[src/rtl/spi_regs_pkg.sv]
// Package: shared constants and frame state type for the SPI paged register slave.
package spi_regs_pkg;

    localparam logic [7:0] CTRL_READ  = 8'h60;
    localparam logic [7:0] CTRL_WRITE = 8'h61;
    localparam logic [7:0] OFS_PAGE   = 8'hFF;
    localparam logic [7:0] OFS_STATUS = 8'hFE;
    localparam logic [7:0] OFS_BUFFER = 8'hF0;
    localparam int         STAT_BUSY  = 7;
    localparam int         STAT_READY = 5;

    typedef enum logic [1:0] {
        FR_CTRL,   // waiting for the control byte
        FR_OFFS,   // waiting for the offset byte
        FR_BODY,   // data bytes in or out
        FR_SKIP    // rejected control byte, ignore until deselect
    } frame_st_t;

endpackage

[src/rtl/spi_byte_link.sv]
// Module: spi_byte_link
// Brings SCK, CS_N and MOSI into the system clock domain, assembles received
// bytes (mode 0, MSB first) and presents the outgoing byte bit by bit on MISO.
// Assumes clk is at least 4x the SCK rate; tx_byte must settle within the
// half SCK period that follows a byte boundary.
module spi_byte_link #(
    parameter int SYNC_STAGES = 2
) (
    input  logic       clk,
    input  logic       rst_n,
    input  logic       sck,
    input  logic       cs_n,
    input  logic       mosi,
    input  logic [7:0] tx_byte,
    output logic       miso,
    output logic       rx_valid,
    output logic [7:0] rx_byte,
    output logic       frame_end
);

    logic [SYNC_STAGES:0]   sck_sr;
    logic [SYNC_STAGES:0]   cs_sr;
    logic [SYNC_STAGES-1:0] mosi_sr;
    logic                   sck_rise;
    logic                   active;
    logic [2:0]             bit_cnt;
    logic [6:0]             shreg;

    // Synchronizer chains; the extra stage on SCK/CS gives edge detection.
    always_ff @(posedge clk) begin
        if (!rst_n) begin
            sck_sr  <= '0;
            cs_sr   <= '1;
            mosi_sr <= '0;
        end else begin
            sck_sr  <= {sck_sr[SYNC_STAGES-1:0], sck};
            cs_sr   <= {cs_sr[SYNC_STAGES-1:0], cs_n};
            mosi_sr <= {mosi_sr[SYNC_STAGES-2:0], mosi};
        end
    end

    assign sck_rise  = sck_sr[SYNC_STAGES-1] & ~sck_sr[SYNC_STAGES];
    assign active    = ~cs_sr[SYNC_STAGES-1];
    assign frame_end = cs_sr[SYNC_STAGES-1] & ~cs_sr[SYNC_STAGES];

    // Shift in MOSI on each SCK rise and flag every completed byte.
    always_ff @(posedge clk) begin
        if (!rst_n) begin
            bit_cnt  <= '0;
            shreg    <= '0;
            rx_valid <= 1'b0;
            rx_byte  <= '0;
        end else begin
            rx_valid <= 1'b0;
            if (!active) begin
                bit_cnt <= '0;
            end else if (sck_rise) begin
                shreg   <= {shreg[5:0], mosi_sr[SYNC_STAGES-1]};
                bit_cnt <= bit_cnt + 3'd1;
                if (bit_cnt == 3'd7) begin
                    rx_valid <= 1'b1;
                    rx_byte  <= {shreg, mosi_sr[SYNC_STAGES-1]};
                end
            end
        end
    end

    // MISO shows the bit the master samples on its next rising edge.
    assign miso = active & tx_byte[3'd7 - bit_cnt];

endmodule

[src/rtl/spi_frame_ctrl.sv]
// Module: spi_frame_ctrl
// Decodes control/offset bytes of each frame, gathers write data, raises
// one-cycle commands (page store, bus write, fetch, buffer drained) and picks
// the byte returned to the master. Assumes bytes arrive via rx_valid pulses.
module spi_frame_ctrl
    import spi_regs_pkg::*;
#(
    parameter int  MAX_BYTES = 8,
    localparam int DATA_W    = 8 * MAX_BYTES,
    localparam int CNT_W     = $clog2(MAX_BYTES + 2)
) (
    input  logic              clk,
    input  logic              rst_n,
    input  logic              rx_valid,
    input  logic [7:0]        rx_byte,
    input  logic              frame_end,
    input  logic [7:0]        status_byte,
    input  logic [DATA_W-1:0] buf_data,
    output logic [7:0]        tx_byte,
    output logic              page_we,
    output logic [7:0]        page_val,
    output logic              wr_go,
    output logic              rd_go,
    output logic              drained,
    output logic [7:0]        req_offset,
    output logic [CNT_W-1:0]  wr_count,
    output logic [DATA_W-1:0] wr_data
);

    frame_st_t         st;
    logic              is_write;
    logic [CNT_W-1:0]  cnt;
    logic [DATA_W-1:0] buf_sh;

    // True for the byte counts a write may legally carry (1 or even up to max).
    function automatic logic width_ok(input logic [CNT_W-1:0] n);
        return (n == CNT_W'(1)) ||
               ((n[0] == 1'b0) && (n != '0) && (n <= CNT_W'(MAX_BYTES)));
    endfunction

    // Frame sequencing, byte counting and command generation.
    always_ff @(posedge clk) begin
        if (!rst_n) begin
            st         <= FR_CTRL;
            is_write   <= 1'b0;
            cnt        <= '0;
            req_offset <= '0;
            wr_data    <= '0;
            page_we    <= 1'b0;
            page_val   <= '0;
            wr_go      <= 1'b0;
            rd_go      <= 1'b0;
            drained    <= 1'b0;
        end else begin
            page_we <= 1'b0;
            wr_go   <= 1'b0;
            rd_go   <= 1'b0;
            drained <= 1'b0;
            if (frame_end) begin
                if (st == FR_BODY) begin
                    if (is_write && req_offset != OFS_PAGE && width_ok(cnt))
                        wr_go <= 1'b1;
                    if (!is_write && req_offset == OFS_BUFFER && cnt != '0)
                        drained <= 1'b1;
                end
                st <= FR_CTRL;
            end else if (rx_valid) begin
                unique case (st)
                    FR_CTRL: begin
                        if (rx_byte == CTRL_READ) begin
                            is_write <= 1'b0;
                            st       <= FR_OFFS;
                        end else if (rx_byte == CTRL_WRITE) begin
                            is_write <= 1'b1;
                            st       <= FR_OFFS;
                        end else begin
                            st <= FR_SKIP;
                        end
                    end
                    FR_OFFS: begin
                        req_offset <= rx_byte;
                        cnt        <= '0;
                        wr_data    <= '0;
                        st         <= FR_BODY;
                        if (!is_write && rx_byte != OFS_STATUS && rx_byte != OFS_BUFFER)
                            rd_go <= 1'b1;
                    end
                    FR_BODY: begin
                        if (cnt <= CNT_W'(MAX_BYTES))
                            cnt <= cnt + CNT_W'(1);
                        if (is_write && cnt < CNT_W'(MAX_BYTES))
                            wr_data[{cnt, 3'b000} +: 8] <= rx_byte;
                        if (is_write && req_offset == OFS_PAGE && cnt == '0) begin
                            page_we  <= 1'b1;
                            page_val <= rx_byte;
                        end
                    end
                    default: st <= FR_SKIP;
                endcase
            end
        end
    end

    assign wr_count = cnt;
    assign buf_sh   = buf_data >> {cnt, 3'b000};

    // Byte sent to the master: status, buffer window, or zero.
    always_comb begin
        tx_byte = 8'h00;
        if (st == FR_BODY && !is_write) begin
            if (req_offset == OFS_STATUS)
                tx_byte = status_byte;
            else if (req_offset == OFS_BUFFER)
                tx_byte = buf_sh[7:0];
        end
    end

endmodule

[src/rtl/spi_paged_regs.sv]
// Module: spi_paged_regs (top)
// SPI slave exposing a paged register space on a request/acknowledge port.
// Holds the page number, busy and read-ready flags and the fetch buffer.
// Assumes bus_ack is a one-cycle pulse while bus_req is high.
module spi_paged_regs
    import spi_regs_pkg::*;
#(
    parameter int  MAX_BYTES   = 8,
    parameter int  SYNC_STAGES = 2,
    localparam int DATA_W      = 8 * MAX_BYTES,
    localparam int WID_W       = $clog2(MAX_BYTES + 1),
    localparam int CNT_W       = $clog2(MAX_BYTES + 2)
) (
    input  logic              clk,
    input  logic              rst_n,
    input  logic              spi_sck,
    input  logic              spi_cs_n,
    input  logic              spi_mosi,
    output logic              spi_miso,
    output logic              bus_req,
    output logic              bus_we,
    output logic [7:0]        bus_page,
    output logic [7:0]        bus_offset,
    output logic [WID_W-1:0]  bus_width,
    output logic [DATA_W-1:0] bus_wdata,
    input  logic              bus_ack,
    input  logic [DATA_W-1:0] bus_rdata
);

    logic              rx_valid;
    logic [7:0]        rx_byte;
    logic              frame_end;
    logic [7:0]        tx_byte;
    logic              page_we;
    logic [7:0]        page_val;
    logic              wr_go;
    logic              rd_go;
    logic              drained;
    logic [7:0]        req_offset;
    logic [CNT_W-1:0]  wr_count;
    logic [DATA_W-1:0] wr_data;
    logic [7:0]        page_q;
    logic              busy_q;
    logic              rack_q;
    logic [DATA_W-1:0] buf_q;
    logic [7:0]        status_byte;

    spi_byte_link #(.SYNC_STAGES(SYNC_STAGES)) u_link (
        .clk       (clk),
        .rst_n     (rst_n),
        .sck       (spi_sck),
        .cs_n      (spi_cs_n),
        .mosi      (spi_mosi),
        .tx_byte   (tx_byte),
        .miso      (spi_miso),
        .rx_valid  (rx_valid),
        .rx_byte   (rx_byte),
        .frame_end (frame_end)
    );

    spi_frame_ctrl #(.MAX_BYTES(MAX_BYTES)) u_frame (
        .clk         (clk),
        .rst_n       (rst_n),
        .rx_valid    (rx_valid),
        .rx_byte     (rx_byte),
        .frame_end   (frame_end),
        .status_byte (status_byte),
        .buf_data    (buf_q),
        .tx_byte     (tx_byte),
        .page_we     (page_we),
        .page_val    (page_val),
        .wr_go       (wr_go),
        .rd_go       (rd_go),
        .drained     (drained),
        .req_offset  (req_offset),
        .wr_count    (wr_count),
        .wr_data     (wr_data)
    );

    always_comb begin
        status_byte             = 8'h00;
        status_byte[STAT_BUSY]  = busy_q;
        status_byte[STAT_READY] = rack_q;
    end

    // Page register, updated by writes to the page-select offset.
    always_ff @(posedge clk) begin
        if (!rst_n)
            page_q <= '0;
        else if (page_we)
            page_q <= page_val;
    end

    // Bus request launch/completion, flags and fetch buffer.
    always_ff @(posedge clk) begin
        if (!rst_n) begin
            busy_q     <= 1'b0;
            rack_q     <= 1'b0;
            buf_q      <= '0;
            bus_we     <= 1'b0;
            bus_page   <= '0;
            bus_offset <= '0;
            bus_width  <= '0;
            bus_wdata  <= '0;
        end else begin
            if (drained || rd_go)
                rack_q <= 1'b0;
            if (busy_q) begin
                if (bus_ack) begin
                    busy_q <= 1'b0;
                    if (!bus_we) begin
                        buf_q  <= bus_rdata;
                        rack_q <= 1'b1;
                    end
                end
            end else if (wr_go) begin
                busy_q     <= 1'b1;
                bus_we     <= 1'b1;
                bus_page   <= page_q;
                bus_offset <= req_offset;
                bus_width  <= WID_W'(wr_count);
                bus_wdata  <= wr_data;
            end else if (rd_go) begin
                busy_q     <= 1'b1;
                bus_we     <= 1'b0;
                bus_page   <= page_q;
                bus_offset <= req_offset;
                bus_width  <= WID_W'(MAX_BYTES);
                bus_wdata  <= '0;
            end
        end
    end

    assign bus_req = busy_q;

endmodule

[config.mk]
export PLATFORM = sky130hd
export DESIGN_NAME = spi_paged_regs
export DESIGN_NICKNAME = d
export VERILOG_FILES = /design/src/rtl/spi_regs_pkg.sv /design/src/rtl/spi_byte_link.sv /design/src/rtl/spi_frame_ctrl.sv /design/src/rtl/spi_paged_regs.sv
export SDC_FILE = /design/constraint.sdc
export NUM_CORES = 1
export LEC_CHECK = 0
export ABC_AREA = 1
export BUFFER_PORTS_ARGS = -buffer_cell sky130_fd_sc_hd__buf_2
export CAP_MARGIN = 20
export CORE_UTILIZATION = 40
export DETAILED_ROUTE_END_ITERATION = 10
export PLACE_DENSITY = 0.66
export SKIP_CTS_REPAIR_TIMING = 1
export SLEW_MARGIN = 5
export SYNTH_ARGS = -nofsm -noshare
export SYNTH_HDL_FRONTEND = slang
export SYNTH_SLANG_ARGS = --single-unit
[constraint.sdc]
create_clock -name clk -period 3.42 [get_ports clk]
set_input_delay 0.513 -clock clk [delete_from_list [all_inputs] [get_ports clk]]
set_output_delay 0.513 -clock clk [all_outputs]
set_load 0.1 [all_outputs]
After elaboration in Yosys (flattened, before gate mapping)

Cells that the tools add are included.

Bits in registers: 277
Bits in latches: 0
Bits in writable memories: 0
Memory bits (read-only): 0
Bits of input ports: 70
Output and inout bits: 87
Logic and storage cells: 140
Memories kept: 0

$add $sub $neg: 4
Multipliers: 0
Divide/modulo/power cells: 0
Order comparisons: 3
Eq/ne operators: 14
Shift operators: 3
Mux-type cells: 38
Bitwise operators: 15
Reductions and logical operators: 37

Operator list:

| cell                                                  | number |
|---|---|
| 2-to-1 mux 64 bit                                     | 3 |
| one-hot mux 64 bit (2 select lines)                   | 1 |
| bitwise mux 64 bit                                    | 1 |
| variable shift 8 x 9 -> 64 bit (first input constant) | 1 |
| variable part select 8 x 9 -> 64 bit                  | 1 |
| >> shifter 64 x 7 -> 8 bit                            | 1 |
| 2-to-1 mux 8 bit                                      | 7 |
| equality test 8 bit (second input constant)           | 3 |
| inequality test 8 bit (second input constant)         | 3 |
| 2-to-1 mux 1 bit                                      | 18 |
| equality test 8 x 7 -> 1 bit (second input constant)  | 2 |
| AND reduction 4 bit                                   | 4 |
| logical AND 1 bit                                     | 12 |
| 2-to-1 mux 4 bit                                      | 3 |
| NOT 1 bit                                             | 12 |
| AND reduction 3 bit                                   | 4 |
| negator 7 -> 9 bit                                    | 1 |
| one-hot mux 4 bit (2 select lines)                    | 1 |
| OR reduction 4 bit                                    | 2 |
| one-hot mux 2 bit (3 select lines)                    | 1 |
| AND reduction 2 bit                                   | 3 |
| nonzero test 2 bit                                    | 3 |
| adder 4 x 1 -> 4 bit (second input constant)          | 1 |
| equality test 4 x 1 -> 1 bit (second input constant)  | 1 |
| 19 further kinds                                      | 25 |

Logic depth before layout (Yosys ltp)

Gate-level depths: netlist of the first run.

Depth after elaboration: 7
Gate-level depth with buffers: 14
Depth with buffers taken out: 11

Cells and area by module

From an unflattened synthesis of the first run, not the netlist that was laid out.

Cell total of the unflattened synthesis: 1672
Area total of the unflattened synthesis: 11845.1 sq um

Modules (own cells, without submodules):

| module         | times used | cells each | area each (sq um) | sequential area each (sq um) |
|---|---|---|---|---|
| spi_paged_regs | 1          | 872        | 6216.0            | 3183.1 |
| spi_frame_ctrl | 1          | 663        | 4576.9            | 1821.7 |
| spi_byte_link  | 1          | 137        | 1052.3            | 540.5 |

Least setup slack after synthesis of the first run

No wires, ideal clock.

Path kind: register to output
Start: reg busy_q (netlist: bus_req)
End: out spi_miso
Arrival: 2.873 ns
Path slack: 0.034 ns
Stages on the path, launching flop included: 9
Path through: dfxtp_1 > inv_1 > a21oi_1 > o21ai_0 > a31oi_1 > nand2_1 > inv_1 > nand2_1 > nor2_1

Longest elaborated chain between the ends: 5

RTL lines:

| what                                   | RTL line              | RTL |
|---|---|---|
| from (decl)                            | spi_paged_regs.sv:43  | `logic busy_q;` |
| from (signal assigned)                 | spi_paged_regs.sv:97  | `busy_q <= 1'b0;` |
| from (signal assigned)                 | spi_paged_regs.sv:110 | `busy_q <= 1'b0;` |
| from (signal assigned)                 | spi_paged_regs.sv:117 | `busy_q <= 1'b1;` |
| 2-to-1 mux 8 bit                       | spi_frame_ctrl.sv:111 | `if (req_offset == OFS_STATUS)` |
| 2-to-1 mux 8 bit                       | spi_frame_ctrl.sv:110 | `if (st == FR_BODY && !is_write) begin` |
| binary-select mux 1 bit (select 3 bit) | spi_byte_link.sv:69   | `assign miso = active & tx_byte[3'd7 - bit_cnt];` |
| 2-to-1 mux 1 bit (implied by the code) | spi_byte_link.sv:69   |  |
| AND 1 bit                              | spi_byte_link.sv:69   |  |
| to (decl)                              | spi_paged_regs.sv:19  | `output logic spi_miso,` |

Every way passes these cells. The select of a mux whose other input is x is not followed.

Final worst setup path of the first run

Start: reg u_frame.cnt[0] (netlist: u_frame.wr_count[0])
End: out spi_miso

Longest elaborated chain between the ends: 7

RTL lines:

| what                                   | RTL line              | RTL |
|---|---|---|
| from (decl)                            | spi_frame_ctrl.sv:32  | `logic [CNT_W-1:0] cnt;` |
| from (signal assigned)                 | spi_frame_ctrl.sv:90  | `cnt <= cnt + CNT_W'(1);` |
| >> shifter 64 x 7 -> 8 bit             | spi_frame_ctrl.sv:105 | `assign buf_sh = buf_data >> {cnt, 3'b000};` |
| 2-to-1 mux 8 bit                       | spi_frame_ctrl.sv:113 | `else if (req_offset == OFS_BUFFER)` |
| 2-to-1 mux 8 bit                       | spi_frame_ctrl.sv:111 |  |
| 2-to-1 mux 8 bit                       | spi_frame_ctrl.sv:110 |  |
| binary-select mux 1 bit (select 3 bit) | spi_byte_link.sv:69   |  |
| 2-to-1 mux 1 bit (implied by the code) | spi_byte_link.sv:69   |  |
| AND 1 bit                              | spi_byte_link.sv:69   |  |

Every way passes these cells. The select of a mux whose other input is x is not followed.

==> results.tsv, run 1 <==
stage	metric	value	unit
cells_and_area	share of post-route cells with drive strength above 1	16.5	%
synth	synthesized instance count	1462	
worst_setup_path	worst setup path startpoint	u_frame.wr_count[0]	
grt	pin count of the biggest net entering global routing	78	
grt	wire length of the first global-routing pass	47.1	mm
timing	portion of the clock cycle consumed by the worst path in the final layout	93.1	%
hold_path	hold path start	spi_mosi	
timing	endpoints failing hold	0	
grt	initial antenna violation count	0	
routing	first-pass iteration count of the detailed router	5	
routing	vias per std cell	5.10	
die	core region area	27000	µm²
routing	Final ANT Viol Nets	0	
synth	Netlist Area Pre-Place	11000	µm²
run_status	result of the run	finished, final reports clean	
pwr	maximum VDD drop	0.000331	V
die	height of the die	168	µm
timing	Final Max Tran Viols	0	
clock_tree	maximum root-to-sink buffer count	3	
die	area of the die	28200	µm²
routing	count of vias placed by the detailed router	9860	
worst_setup_path	maximum net fanout on the critical path	62	
clock_tree	TritonCTS Buffers	28	
routing	drt drc	0	
grt	total gr overflow	0	
worst_setup_path	CP endpoint kind	primary output	
timing	transition at the pin with the smallest max-transition slack	817	ps
worst_setup_path	critical path class	reg2out	
grt	overall routing resource usage	20.2	%
timing	Setup violations, final	0	
pwr	logic gate share of total power	1.8	%
clock_tree	TritonCTS clock tree	yes	
hold_path	class of the worst hold path	in2reg	
die	Initial Utilization	40.9	%
placed_design	Inst Count DP	1885	
worst_setup_path	R2R Setup Slk	680	ps
timing	worst clock skew	11.1	ps
cells_and_area	layout overhead on the synthesized area	17.8	%
die	Top Ports	157	
routing	detailed-route wire length per cell	14.8	µm
worst_setup_path	reg-to-reg critical path startpoint	u_frame.wr_count[0]	
pwr	internal power component	5.22	mW
pwr	Leak	5.17	nW
synth	number of register bits inferred by synthesis	277	
clock_tree	H-tree levels	1	
placed_design	I/O Buffers	156	
hold_path	endpoint with the worst hold slack	u_link.mosi_sr[0]	
hold_path	Hold Path Depth	3	
pwr	proportion of power drawn by flip-flops and latches	49.6	%
clock_tree	sinks on the clock net	277	
timing	tightest hold margin	166	ps
pwr	Sw Ratio	20.0	%
job	number of maximum-capacitance constraint violations	0	
clock_tree	post-CTS clock slew at the launch and capture registers of the worst setup and hold paths	60	ps
routing	sum of routed wire length over all layers	28.5	mm
worst_setup_path	Critical Path Source Type	flip-flop	
die	Chip Width	168	µm
cells_and_area	total number of nets in the final design	1656	
timing	relative slew slack	45.4	%
pwr	Clk network pwr share	48.6	%
clock_tree	clock insertion delay at the later pin of the skew report	530	ps
cells_and_area	final non-filler cell total	1932	
worst_setup_path	Worst EP required	2910	ps
timing	total negative setup slack	0	ps
routing	drt initial violations	809	
cells_and_area	final antenna diode count	0	
synth	unique cell type count in the Yosys netlist	33	
pwr	power density over the cells	503	nW/µm²
placed_design	final estimated routing congestion in global placement	0.881	
die	Placement Rows	60	
timing	highest clock frequency the design can meet	314	MHz
worst_setup_path	reg2reg end	u_frame.wr_data[1]	
worst_setup_path	arrival time at the worst endpoint	2670	ps
clock_tree	Root Buffer	sky130_fd_sc_hd__clkbuf_16	
pwr	Switch Pwr	1.31	mW
timing	minimum period implied by the final worst setup slack	3180	ps
timing	setup repair after global routing missed its margin	false	
synth	sequential fraction of the synthesis area	50.3	%
synth	mean post-synth cell area	7.54	µm²
placed_design	sum of net half-perimeters after detailed placement	19.9	mm
synth	Yosys warning count	0	
worst_setup_path	Worst Reg2Reg Path Length in Cells	8	
grt	via count of the first global-routing pass	9315	
synth	Net Count, Synth	1544	
## synth_stat cells (all sizes together)
master	count	area share, %
o211ai	9	0.61
nand4	19	1.1
dfxtp	277	50
nor2	163	5.8
nor3b	2	0.24
o41ai	1	0.080
nand2	286	9.8
inv	99	3.4
clkbuf	68	2.3
clkinv	2	0.068
nor4	5	0.28
a31oi	1	0.057
or2	9	0.51
nor3	21	1.5
ha	12	1.4
buf	21	1.1
a21oi	216	9.8
o21ai	149	6.9
a211oi	2	0.14
nand3	100	4.6
## stage by stage
step	total power [mW]	cell area [µm²]	setup slack (ps)	util, %
2_1_floorplan	3.36	11000	34.4	-
3_3_place_gp	3.42	12000	608	44.5
3_5_place_dp	3.42	12000	603	44.5
4_1_cts	6.59	13000	30.4	48.1
5_1_grt	6.73	13000	33.4	48.2
6_report	6.53	13000	237	48.2
## cell usage in the layout, fill, tap and decap left out, types with 15 or more instances in the layout
| cell type | Yosys | final |
|---|---|---|
| sky130_fd_sc_hd__a21oi_1 | 216 | 215 |
| sky130_fd_sc_hd__buf_2 | 12 | 154 |
| sky130_fd_sc_hd__clkbuf_16 | 0 | 29 |
| sky130_fd_sc_hd__dfxtp_1 | 277 | 276 |
| sky130_fd_sc_hd__inv_1 | 93 | 92 |
| sky130_fd_sc_hd__nand2_1 | 282 | 282 |
| sky130_fd_sc_hd__nand3_1 | 99 | 99 |
| sky130_fd_sc_hd__nand4_1 | 19 | 19 |
| sky130_fd_sc_hd__nor2_1 | 155 | 154 |
| sky130_fd_sc_hd__nor3_1 | 15 | 15 |
| sky130_fd_sc_hd__o21ai_0 | 137 | 137 |
## how the worst max path moves through the flow
stage                to  slack [ps]
2_1_floorplan  spi_miso          30
5_1_grt        spi_miso          30
3_3_place_gp   spi_miso         610
3_5_place_dp   spi_miso         600
4_1_cts        spi_miso          30
6_report       spi_miso         240
## layout make-up
cell class | count | area (µm²)
clock buffers | 39 | 853
fillers | 2649 | 14000
repair buffers | 171 | 927
inverters | 101 | 380
flip-flops and latches | 277 | 5550
well taps | 341 | 427
multi-input cells | 995 | 4730
clock inverters | 8 | 118
## state kept, by name, summed over array words and instances (netlist names), 2 cells and up
| register | count |
|---|---|
| buf_q | 64 |
| bus_wdata | 64 |
| u_frame.wr_data | 64 |
| bus_offset | 8 |
| bus_page | 8 |
| page_q | 8 |
| u_frame.page_val | 8 |
| u_frame.req_offset | 8 |
| u_link.rx_byte | 8 |
| u_link.shreg | 7 |
| bus_width | 4 |
| u_frame.wr_count | 4 |
| u_link.bit_cnt | 3 |
| u_link.cs_sr | 3 |
| u_link.sck_sr | 3 |
| u_frame.st | 2 |
| u_link.mosi_sr | 2 |
## per-layer routing
metal | GRT usage, % | share of wire, % | wire (µm) | vias to the layer above
met4 | 5.86 | 2.2 | 629 | 0
li1 | - | - | - | 5049
met3 | 2.77 | 5.2 | 1490 | 46
met5 | 0 | 0 | 0 | -
met1 | 27.3 | 47 | 13300 | 4497
met2 | 33.6 | 46 | 13100 | 268
## power by group through the flow
stage,registers [mW],clock network [mW],logic [mW]
after floorplan,3.30,0,0.0589
after global placement,3.31,0,0.119
after detailed placement,3.31,0,0.119
after CTS,3.23,3.23,0.120
after global routing,3.23,3.37,0.131
final,3.23,3.17,0.118
## cells by family (layout without fill, tap and decap cells)
| kind of cell | after synthesis | after routing | share of synthesized area (%) |
|---|---|---|---|
| and+or+nand+nor | 605 | 605 | 23.8 |
| AOI/OAI and AO/OA | 378 | 378 | 17.6 |
| DFF | 277 | 277 | 50.3 |
| buffers and inverters | 190 | 319 | 6.85 |
| adders and majority gates | 12 | 12 | 1.36 |
## critical path, stage by stage (launching register included)
cell	delay [ps]
sky130_fd_sc_hd__dfxtp_2	530
sky130_fd_sc_hd__buf_6	400
sky130_fd_sc_hd__or2_2	180
sky130_fd_sc_hd__nand3_1	70
sky130_fd_sc_hd__nand3_1	110
sky130_fd_sc_hd__nand3_1	80
sky130_fd_sc_hd__nand3_1	90
sky130_fd_sc_hd__nand2_1	50
sky130_fd_sc_hd__nand2_1	60
sky130_fd_sc_hd__nand2_1	50
sky130_fd_sc_hd__nor2_1	150
sky130_fd_sc_hd__clkbuf_4	360
Power figures use the tool's default switching activity.
==> inputs of run 2 (changes only) <==
- ABC_AREA: 1 -> not set
==> results.tsv, run 2 <==
stage	metric	value	unit	change
clock_tree	TritonCTS Buffers	29		+3.6%
synth	Yosys warning count	0		unchanged
hold_path	class of the worst hold path	in2reg		
clock_tree	H-tree levels	1		unchanged
synth	sequential fraction of the synthesis area	49.7	%	-0.64 points
timing	relative slew slack	44.4	%	-0.95 points
clock_tree	Root Buffer	sky130_fd_sc_hd__clkbuf_16		
placed_design	I/O Buffers	156		unchanged
timing	Final Max Tran Viols	0		unchanged
synth	async set-reset flop share out of synthesis	0	%	unchanged
routing	detailed-route wire length per cell	15.8	µm	+7.2%
worst_setup_path	crit path cell chain	buf_6 -> mux4_1 -> mux2_2 -> nand2_1 -> o2111ai_1 -> o41ai_2 -> nor3_4 -> clkbuf_4		
placed_design	final estimated routing congestion in global placement	0.883		+0.24%
grt	overall routing resource usage	18.7	%	-1.5 points
job	number of maximum-capacitance constraint violations	0		unchanged
grt	total gr overflow	0		unchanged
pwr	Switch Pwr	1.32	mW	+0.99%
timing	worst clock skew	10.8	ps	-0.331 ps
pwr	Leak	4.74	nW	-8.4%
worst_setup_path	critical path class	reg2out		
cells_and_area	final cell utilization of the core	48.3	%	+0.17 points
cells_and_area	final non-filler cell total	1704		-12%
worst_setup_path	arrival time at the worst endpoint	2800	ps	+130 ps
run_status	result of the run	finished, final reports clean		
grt	wire length of the first global-routing pass	43.5	mm	-7.7%
timing	setup repair after global routing missed its margin	false		
cells_and_area	total area of sequential cells	5550	µm²	about the same
worst_setup_path	number of buffers and inverters on the critical path	2		unchanged
die	Chip Width	169	µm	+0.63%
timing	highest clock frequency the design can meet	302	MHz	-4.0%
cells_and_area	most common cell after layout, fill and taps aside	sky130_fd_sc_hd__nand2_1		
placed_design	Inst Count DP	1653		-12%
synth	most repeated cell in the gate-level netlist after synthesis	sky130_fd_sc_hd__nand2_1		
clock_tree	post-CTS clock slew at the launch and capture registers of the worst setup and hold paths	60	ps	about the same
clock_tree	maximum root-to-sink buffer count	3		unchanged
synth	number of flops mapped to enable cells by yosys	0		unchanged
pwr	Total Power Consumption	6.44	mW	-1.2%
clock_tree	TritonCTS clock tree	yes		
clock_tree	clock insertion delay at the later pin of the skew report	550	ps	+20 ps
cells_and_area	share of post-route cells with drive strength above 1	18.0	%	+1.5 points
synth	Net Count, Synth	1293		-16%
grt	pin count of the biggest net entering global routing	136		+74%
worst_setup_path	largest incremental delay on the critical path	610	ps	+80 ps
synth	Commonest cells post-synth	sky130_fd_sc_hd__nand2_1 (290), sky130_fd_sc_hd__dfxtp_1 (277), sky130_fd_sc_hd__a21boi_0 (152)		
grt	initial antenna violation count	0		unchanged
worst_setup_path	CP endpoint kind	primary output		
pwr	power density over the cells	491	nW/µm²	-2.4%
pwr	internal power component	5.13	mW	-1.8%
routing	drt drc	0		unchanged
cells_and_area	registers with the highest flip-flop counts	buf_q (64), bus_wdata (64), u_frame.wr_data (64)		
timing	minimum period implied by the final worst setup slack	3310	ps	+132 ps
die	height of the die	169	µm	+0.63%
worst_setup_path	Worst EP required	2910	ps	about the same
cells_and_area	total number of nets in the final design	1394		-16%
cells_and_area	layout overhead on the synthesized area	17.7	%	about the same
worst_setup_path	maximum net fanout on the critical path	19		-69%
pwr	maximum VDD drop	0.000282	V	-15%
synth	synthesized instance count	1211		-17%
worst_setup_path	cell family with the largest share of critical-path delay	multiplexers		
clock_tree	sinks on the clock net	277		unchanged
routing	vias per std cell	5.12		+0.40%
routing	Final ANT Viol Nets	0		unchanged
synth	mean post-synth cell area	9.22	µm²	+22%
die	Top Ports	157		unchanged
placed_design	sum of net half-perimeters after detailed placement	18.0	mm	-9.5%
die	Placement Rows	60		unchanged
timing	total negative setup slack	0	ps	unchanged
timing	Setup violations, final	0		unchanged
worst_setup_path	critical path's slowest cell	sky130_fd_sc_hd__mux4_1		
synth	Area contributors post-synth	sky130_fd_sc_hd__dfxtp_1 (50%), sky130_fd_sc_hd__a21boi_0 (10%), sky130_fd_sc_hd__nand2_1 (9.8%), sky130_fd_sc_hd__mux2i_1 (4.1%), sky130_fd_sc_hd__nand3_1 (3.4%)		
timing	portion of the clock cycle consumed by the worst path in the final layout	96.9	%	+3.9 points
synth	share of Yosys cell area claimed by the top area cell type	49.7	%	-0.64 points
synth	post-synthesis cell type with the largest combined area	sky130_fd_sc_hd__dfxtp_1		
synth	number of register bits inferred by synthesis	277		unchanged
routing	sum of routed wire length over all layers	27.0	mm	-5.5%
worst_setup_path	Critical Path Source Type	flip-flop		
cells_and_area	design area	13100	µm²	+1.2%
timing	transition at the pin with the smallest max-transition slack	831	ps	+14.2 ps
die	Initial Utilization	41.1	%	+0.18 points
cells_and_area	top library cells by usage in the layout, fill and taps aside	sky130_fd_sc_hd__nand2_1 (290), sky130_fd_sc_hd__dfxtp_1 (273), sky130_fd_sc_hd__buf_2 (154)		
synth	unique cell type count in the Yosys netlist	55		+67%
placed_design	Cell Area, Placed	12200	µm²	+1.5%
cells_and_area	final antenna diode count	0		unchanged
die	core region area	27200	µm²	+0.84%
pwr	logic gate share of total power	2.0	%	+0.2 points
die	area of the die	28600	µm²	+1.3%
routing	count of vias placed by the detailed router	8731		-11%
cells_and_area	final-layout fill cell count	2679		+1.1%
pwr	proportion of power drawn by flip-flops and latches	50.2	%	+0.6 points
pwr	Clk network pwr share	47.8	%	-0.8 points
synth	most instantiated flip-flop cell in the synthesis netlist	sky130_fd_sc_hd__dfxtp_1		
grt	via count of the first global-routing pass	8096		-13%
routing	first-pass iteration count of the detailed router	5		unchanged
routing	drt initial violations	584		-28%
timing	endpoints failing hold	0		unchanged
pwr	Sw Ratio	20.5	%	+0.45 points
synth	Netlist Area Pre-Place	11200	µm²	+1.3%
cells_and_area	area of combinational cells with multiple inputs	5220	µm²	+10%
[run 2: cell count changes in the layout (fill, tap and decap cells not counted), moves of 11 or more]
cell and change:
sky130_fd_sc_hd__a32o_1 +16, sky130_fd_sc_hd__o21ai_0 -133, sky130_fd_sc_hd__inv_1 -89, sky130_fd_sc_hd__a21oi_1 -205, sky130_fd_sc_hd__nor2b_1 +57, sky130_fd_sc_hd__nand4_1 -15, sky130_fd_sc_hd__o22ai_1 +34, sky130_fd_sc_hd__a21boi_0 +152
sky130_fd_sc_hd__mux2i_1 +46, sky130_fd_sc_hd__nor2_1 -129, sky130_fd_sc_hd__nor3_1 -11, sky130_fd_sc_hd__nand3_1 -23
[run 2: power groups by stage]
stage,combinational [mW],sequential [mW],clock [mW]
3_5_place_dp,0.131,3.30,0
6_report,0.131,3.23,3.08
5_1_grt,0.142,3.23,3.28
2_1_floorplan,0.0732,3.30,0
3_3_place_gp,0.132,3.30,0
4_1_cts,0.132,3.23,3.15
[run 2: cells by family after synthesis]
family,synth area share (%)
AOI/OAI and AO/OA,16.6
xor gates and xnor gates,0.235
adders and majority gates,1.35
buffers and inverters,3.73
DFF,49.7
muxes,7.93
and+or+nand+nor,20.4
[run 2: per-stage QoR]
step | hold slack, ps | setup slack, ps
6_report | 183 | 105
5_1_grt | 173 | 43.5
4_1_cts | 164 | -135
3_5_place_dp | 405 | 215
3_3_place_gp | 401 | 409
2_1_floorplan | 386 | 271
[run 2: path summary, 6_finish.rpt]
path	from	end	slack, ps	depth (start not counted)
max	u_frame.wr_count[0]	spi_miso	110	8
min	spi_cs_n	u_link.cs_sr[0]	180	2
max reg2reg	u_frame.wr_count[0]	u_frame.wr_data[27]	380	8
min reg2reg	u_link.cs_sr[0]	u_link.cs_sr[1]	430	1
[run 2: layer usage]
layer	up-vias	track usage [%]	share of wire (%)
li1	4385	-	-
met1	4029	26.9	48
met2	279	29.2	44
met3	38	3.11	6.4
met4	0	4.74	1.8
met5	-	0	0
[run 2: final cells by class]
type,instances,area share (%)
clock buffer,46,6.70
multi-input combinational,830,39.8
tap,372,3.54
inverter,4,0.114
timing repair buffer,170,7.13
clock inverter,5,0.495
sequential,277,42.3
==> inputs of run 3 (changes only) <==
- SYNTH_HIERARCHICAL: not set -> 1
==> results.tsv, run 3 <==
stage	metric	value	unit	change
timing	Setup violations, final	1		+1
run_status	result of the run	finished, violations left		
timing	setup repair after global routing missed its margin	true		
hold_path	class of the worst hold path	in2reg		
clock_tree	sinks on the clock net	277		unchanged
die	core region area	28900	µm²	+6.2%
synth	unique cell type count in the Yosys netlist	64		+16%
worst_setup_path	number of buffers and inverters on the critical path	1		-1
die	height of the die	174	µm	+2.8%
timing	minimum period implied by the final worst setup slack	3520	ps	+209 ps
die	Chip Width	174	µm	+2.8%
grt	overall routing resource usage	18.0	%	-0.72 points
grt	initial antenna violation count	0		unchanged
placed_design	minimum setup slack after placement	303	ps	+87.5 ps
timing	endpoints failing hold	0		unchanged
clock_tree	post-CTS clock slew at the launch and capture registers of the worst setup and hold paths	60	ps	about the same
timing	tightest hold margin	182	ps	-1.07 ps
placed_design	sum of net half-perimeters after detailed placement	18.5	mm	+2.9%
grt	pin count of the biggest net entering global routing	134		-1.5%
synth	Netlist Area Pre-Place	11800	µm²	+5.7%
pwr	power density over the cells	491	nW/µm²	about the same
worst_setup_path	CP endpoint kind	primary output		
placed_design	Cell Area, Placed	12700	µm²	+4.0%
synth	share of Yosys cell area claimed by the top area cell type	47.0	%	-2.7 points
clock_tree	clock insertion delay at the later pin of the skew report	540	ps	about the same
cells_and_area	total area of sequential cells	5560	µm²	+0.20%
synth	sequential fraction of the synthesis area	47.0	%	-2.7 points
routing	sum of routed wire length over all layers	28.1	mm	+4.1%
routing	drt initial violations	783		+34%
placed_design	I/O Buffers	156		unchanged
cells_and_area	top library cells by usage in the layout, fill and taps aside	sky130_fd_sc_hd__nand2_1 (307), sky130_fd_sc_hd__dfxtp_1 (270), sky130_fd_sc_hd__buf_2 (154)		
routing	Final ANT Viol Nets	0		unchanged
synth	most instantiated flip-flop cell in the synthesis netlist	sky130_fd_sc_hd__dfxtp_1		
cells_and_area	final antenna diode count	0		unchanged
worst_setup_path	Worst EP required	2910	ps	about the same
die	Initial Utilization	40.9	%	-0.19 points
cells_and_area	design area	13800	µm²	+4.9%
cells_and_area	share of post-route cells with drive strength above 1	19.9	%	+1.9 points
worst_setup_path	critical path's slowest cell	sky130_fd_sc_hd__or4_4		
timing	Final Max Tran Viols	0		unchanged
clock_tree	Root Buffer	sky130_fd_sc_hd__clkbuf_16		
timing	portion of the clock cycle consumed by the worst path in the final layout	103	%	+6.1 points
routing	drt drc	0		unchanged
timing	transition at the pin with the smallest max-transition slack	727	ps	-105 ps
clock_tree	TritonCTS clock tree	yes		
job	number of maximum-capacitance constraint violations	0		unchanged
timing	highest clock frequency the design can meet	284	MHz	-5.9%
die	Placement Rows	62		+3.3%
synth	async set-reset flop share out of synthesis	0	%	unchanged
worst_setup_path	arrival time at the worst endpoint	3010	ps	+210 ps
synth	mean post-synth cell area	9.41	µm²	+2.2%
synth	number of flops mapped to enable cells by yosys	0		unchanged
timing	final setup margin	-104	ps	-209 ps
pwr	maximum VDD drop	0.000340	V	+20%
clock_tree	H-tree levels	1		unchanged
routing	vias per std cell	5.24		+2.3%
grt	via count of the first global-routing pass	8412		+3.9%
worst_setup_path	critical path class	reg2out		
run_status	failing checks	setup timing		
routing	detailed-route wire length per cell	15.9	µm	+0.66%
synth	synthesized instance count	1253		+3.5%
cells_and_area	most common cell after layout, fill and taps aside	sky130_fd_sc_hd__nand2_1		
cells_and_area	registers with the highest flip-flop counts	buf_q (64), bus_wdata (64), u_frame/wr_data (64)		
worst_setup_path	maximum net fanout on the critical path	8		-11
synth	Yosys warning count	6		+6
pwr	Leak	5.04	nW	+6.3%
worst_setup_path	largest incremental delay on the critical path	510	ps	-100 ps
routing	count of vias placed by the detailed router	9245		+5.9%
grt	total gr overflow	0		unchanged
timing	worst clock skew	13.6	ps	+2.81 ps
cells_and_area	total number of nets in the final design	1432		+2.7%
timing	relative slew slack	51.5	%	+7.1 points
synth	Area contributors post-synth	sky130_fd_sc_hd__dfxtp_1 (47%), sky130_fd_sc_hd__nand2_1 (9.8%), sky130_fd_sc_hd__mux2i_1 (9.4%), sky130_fd_sc_hd__nand4b_1 (5.0%), sky130_fd_sc_hd__o21ai_0 (3.6%)		
cells_and_area	final-layout fill cell count	2749		+2.6%
worst_setup_path	Critical Path Source Type	flip-flop		
cells_and_area	final cell utilization of the core	47.7	%	-0.61 points
cells_and_area	layout overhead on the synthesized area	16.8	%	
cells_and_area	area of combinational cells with multiple inputs	5660	µm²	+8.4%
grt	wire length of the first global-routing pass	44.9	mm	+3.3%
clock_tree	maximum root-to-sink buffer count	3		unchanged
synth	post-synthesis cell type with the largest combined area	sky130_fd_sc_hd__dfxtp_1		
worst_setup_path	cell family with the largest share of critical-path delay	simple AND/OR/NAND/NOR gates		
placed_design	final estimated routing congestion in global placement	0.835		-5.5%
die	Top Ports	157		unchanged
worst_setup_path	crit path cell chain	nand2b_4 -> or4_4 -> or3_4 -> o21ai_2 -> mux4_2 -> nor2_2 -> a311oi_4 -> buf_12		
cells_and_area	final non-filler cell total	1763		+3.5%
synth	number of register bits inferred by synthesis	277		unchanged
synth	Commonest cells post-synth	sky130_fd_sc_hd__nand2_1 (307), sky130_fd_sc_hd__dfxtp_1 (277), sky130_fd_sc_hd__mux2i_1 (111)		
placed_design	Inst Count DP	1705		+3.1%
routing	first-pass iteration count of the detailed router	5		unchanged
synth	most repeated cell in the gate-level netlist after synthesis	sky130_fd_sc_hd__nand2_1		
die	area of the die	30200	µm²	+5.6%
clock_tree	TritonCTS Buffers	29		unchanged
run 3: changes by cell type after synthesis, moves of 17 or more:
cell,before,now
sky130_fd_sc_hd__a21boi_0,152,16
sky130_fd_sc_hd__mux2i_1,46,111
sky130_fd_sc_hd__o21ai_0,4,85
sky130_fd_sc_hd__nor2b_1,57,34
sky130_fd_sc_hd__o2bb2ai_1,8,40
sky130_fd_sc_hd__nand3_1,76,21
sky130_fd_sc_hd__o22ai_1,34,11
sky130_fd_sc_hd__nand4b_1,1,67
sky130_fd_sc_hd__nand2_1,290,307
run 3: power by group:
group	switching (mW)	internal, mW	total, mW
clock	1.27	2.09	3.36
sequential	0.00250	3.23	3.23
combinational	0.106	0.0588	0.164
run 3: kinds of logic after synthesis:
| kind of cell | after synthesis | share of synthesized area, % |
|---|---|---|
| and+or+nand+nor | 509 | 21.9 |
| adders and majority gates | 6 | 0.636 |
| AOI/OAI and AO/OA | 207 | 11.7 |
| other | 1 | 0.0318 |
| DFF | 277 | 47.0 |
| buffers and inverters | 118 | 5.52 |
| xor gates and xnor gates | 7 | 0.520 |
| muxes | 128 | 12.7 |
run 3: cell type report:
type                       count  area share, %
sequential                   277           40.4
clock buffer                  43           6.16
multi-input combinational    863           41.1
tap                          384           3.49
timing repair buffer         177           7.27
clock inverter                11           1.36
inverter                       8          0.218
run 3: worst paths after layout:
kind / start / end / slack, ps / cells past startpoint
setup / recovery: u_frame/st[0] / spi_miso / -100 / 8
hold / removal: spi_cs_n / u_link/cs_sr[0] / 180 / 2
setup reg to reg: u_frame/wr_count[0] / u_frame/wr_data[34] / 750 / 8
hold reg to reg: u_link/cs_sr[0] / u_link/cs_sr[1] / 410 / 1
run 3: metal layers:
metal  track usage (%)  up-vias  share of wire [%]  wire length (µm)
met3              2.79       35                6.0              1680
met4              4.24        0                1.5               427
li1                  -     4577                  -                 -
met2              27.8      290                 45             12600
met5                 0        -                  0                 0
met1              26.3     4343                 48             13400
run 3: through the flow:
step	setup TNS, ps	total power [mW]
after global placement	0	3.47
final	-104	6.76
after floorplan	0	3.40
after CTS	-295	6.82
after detailed placement	0	3.47
after global routing	-195	6.97
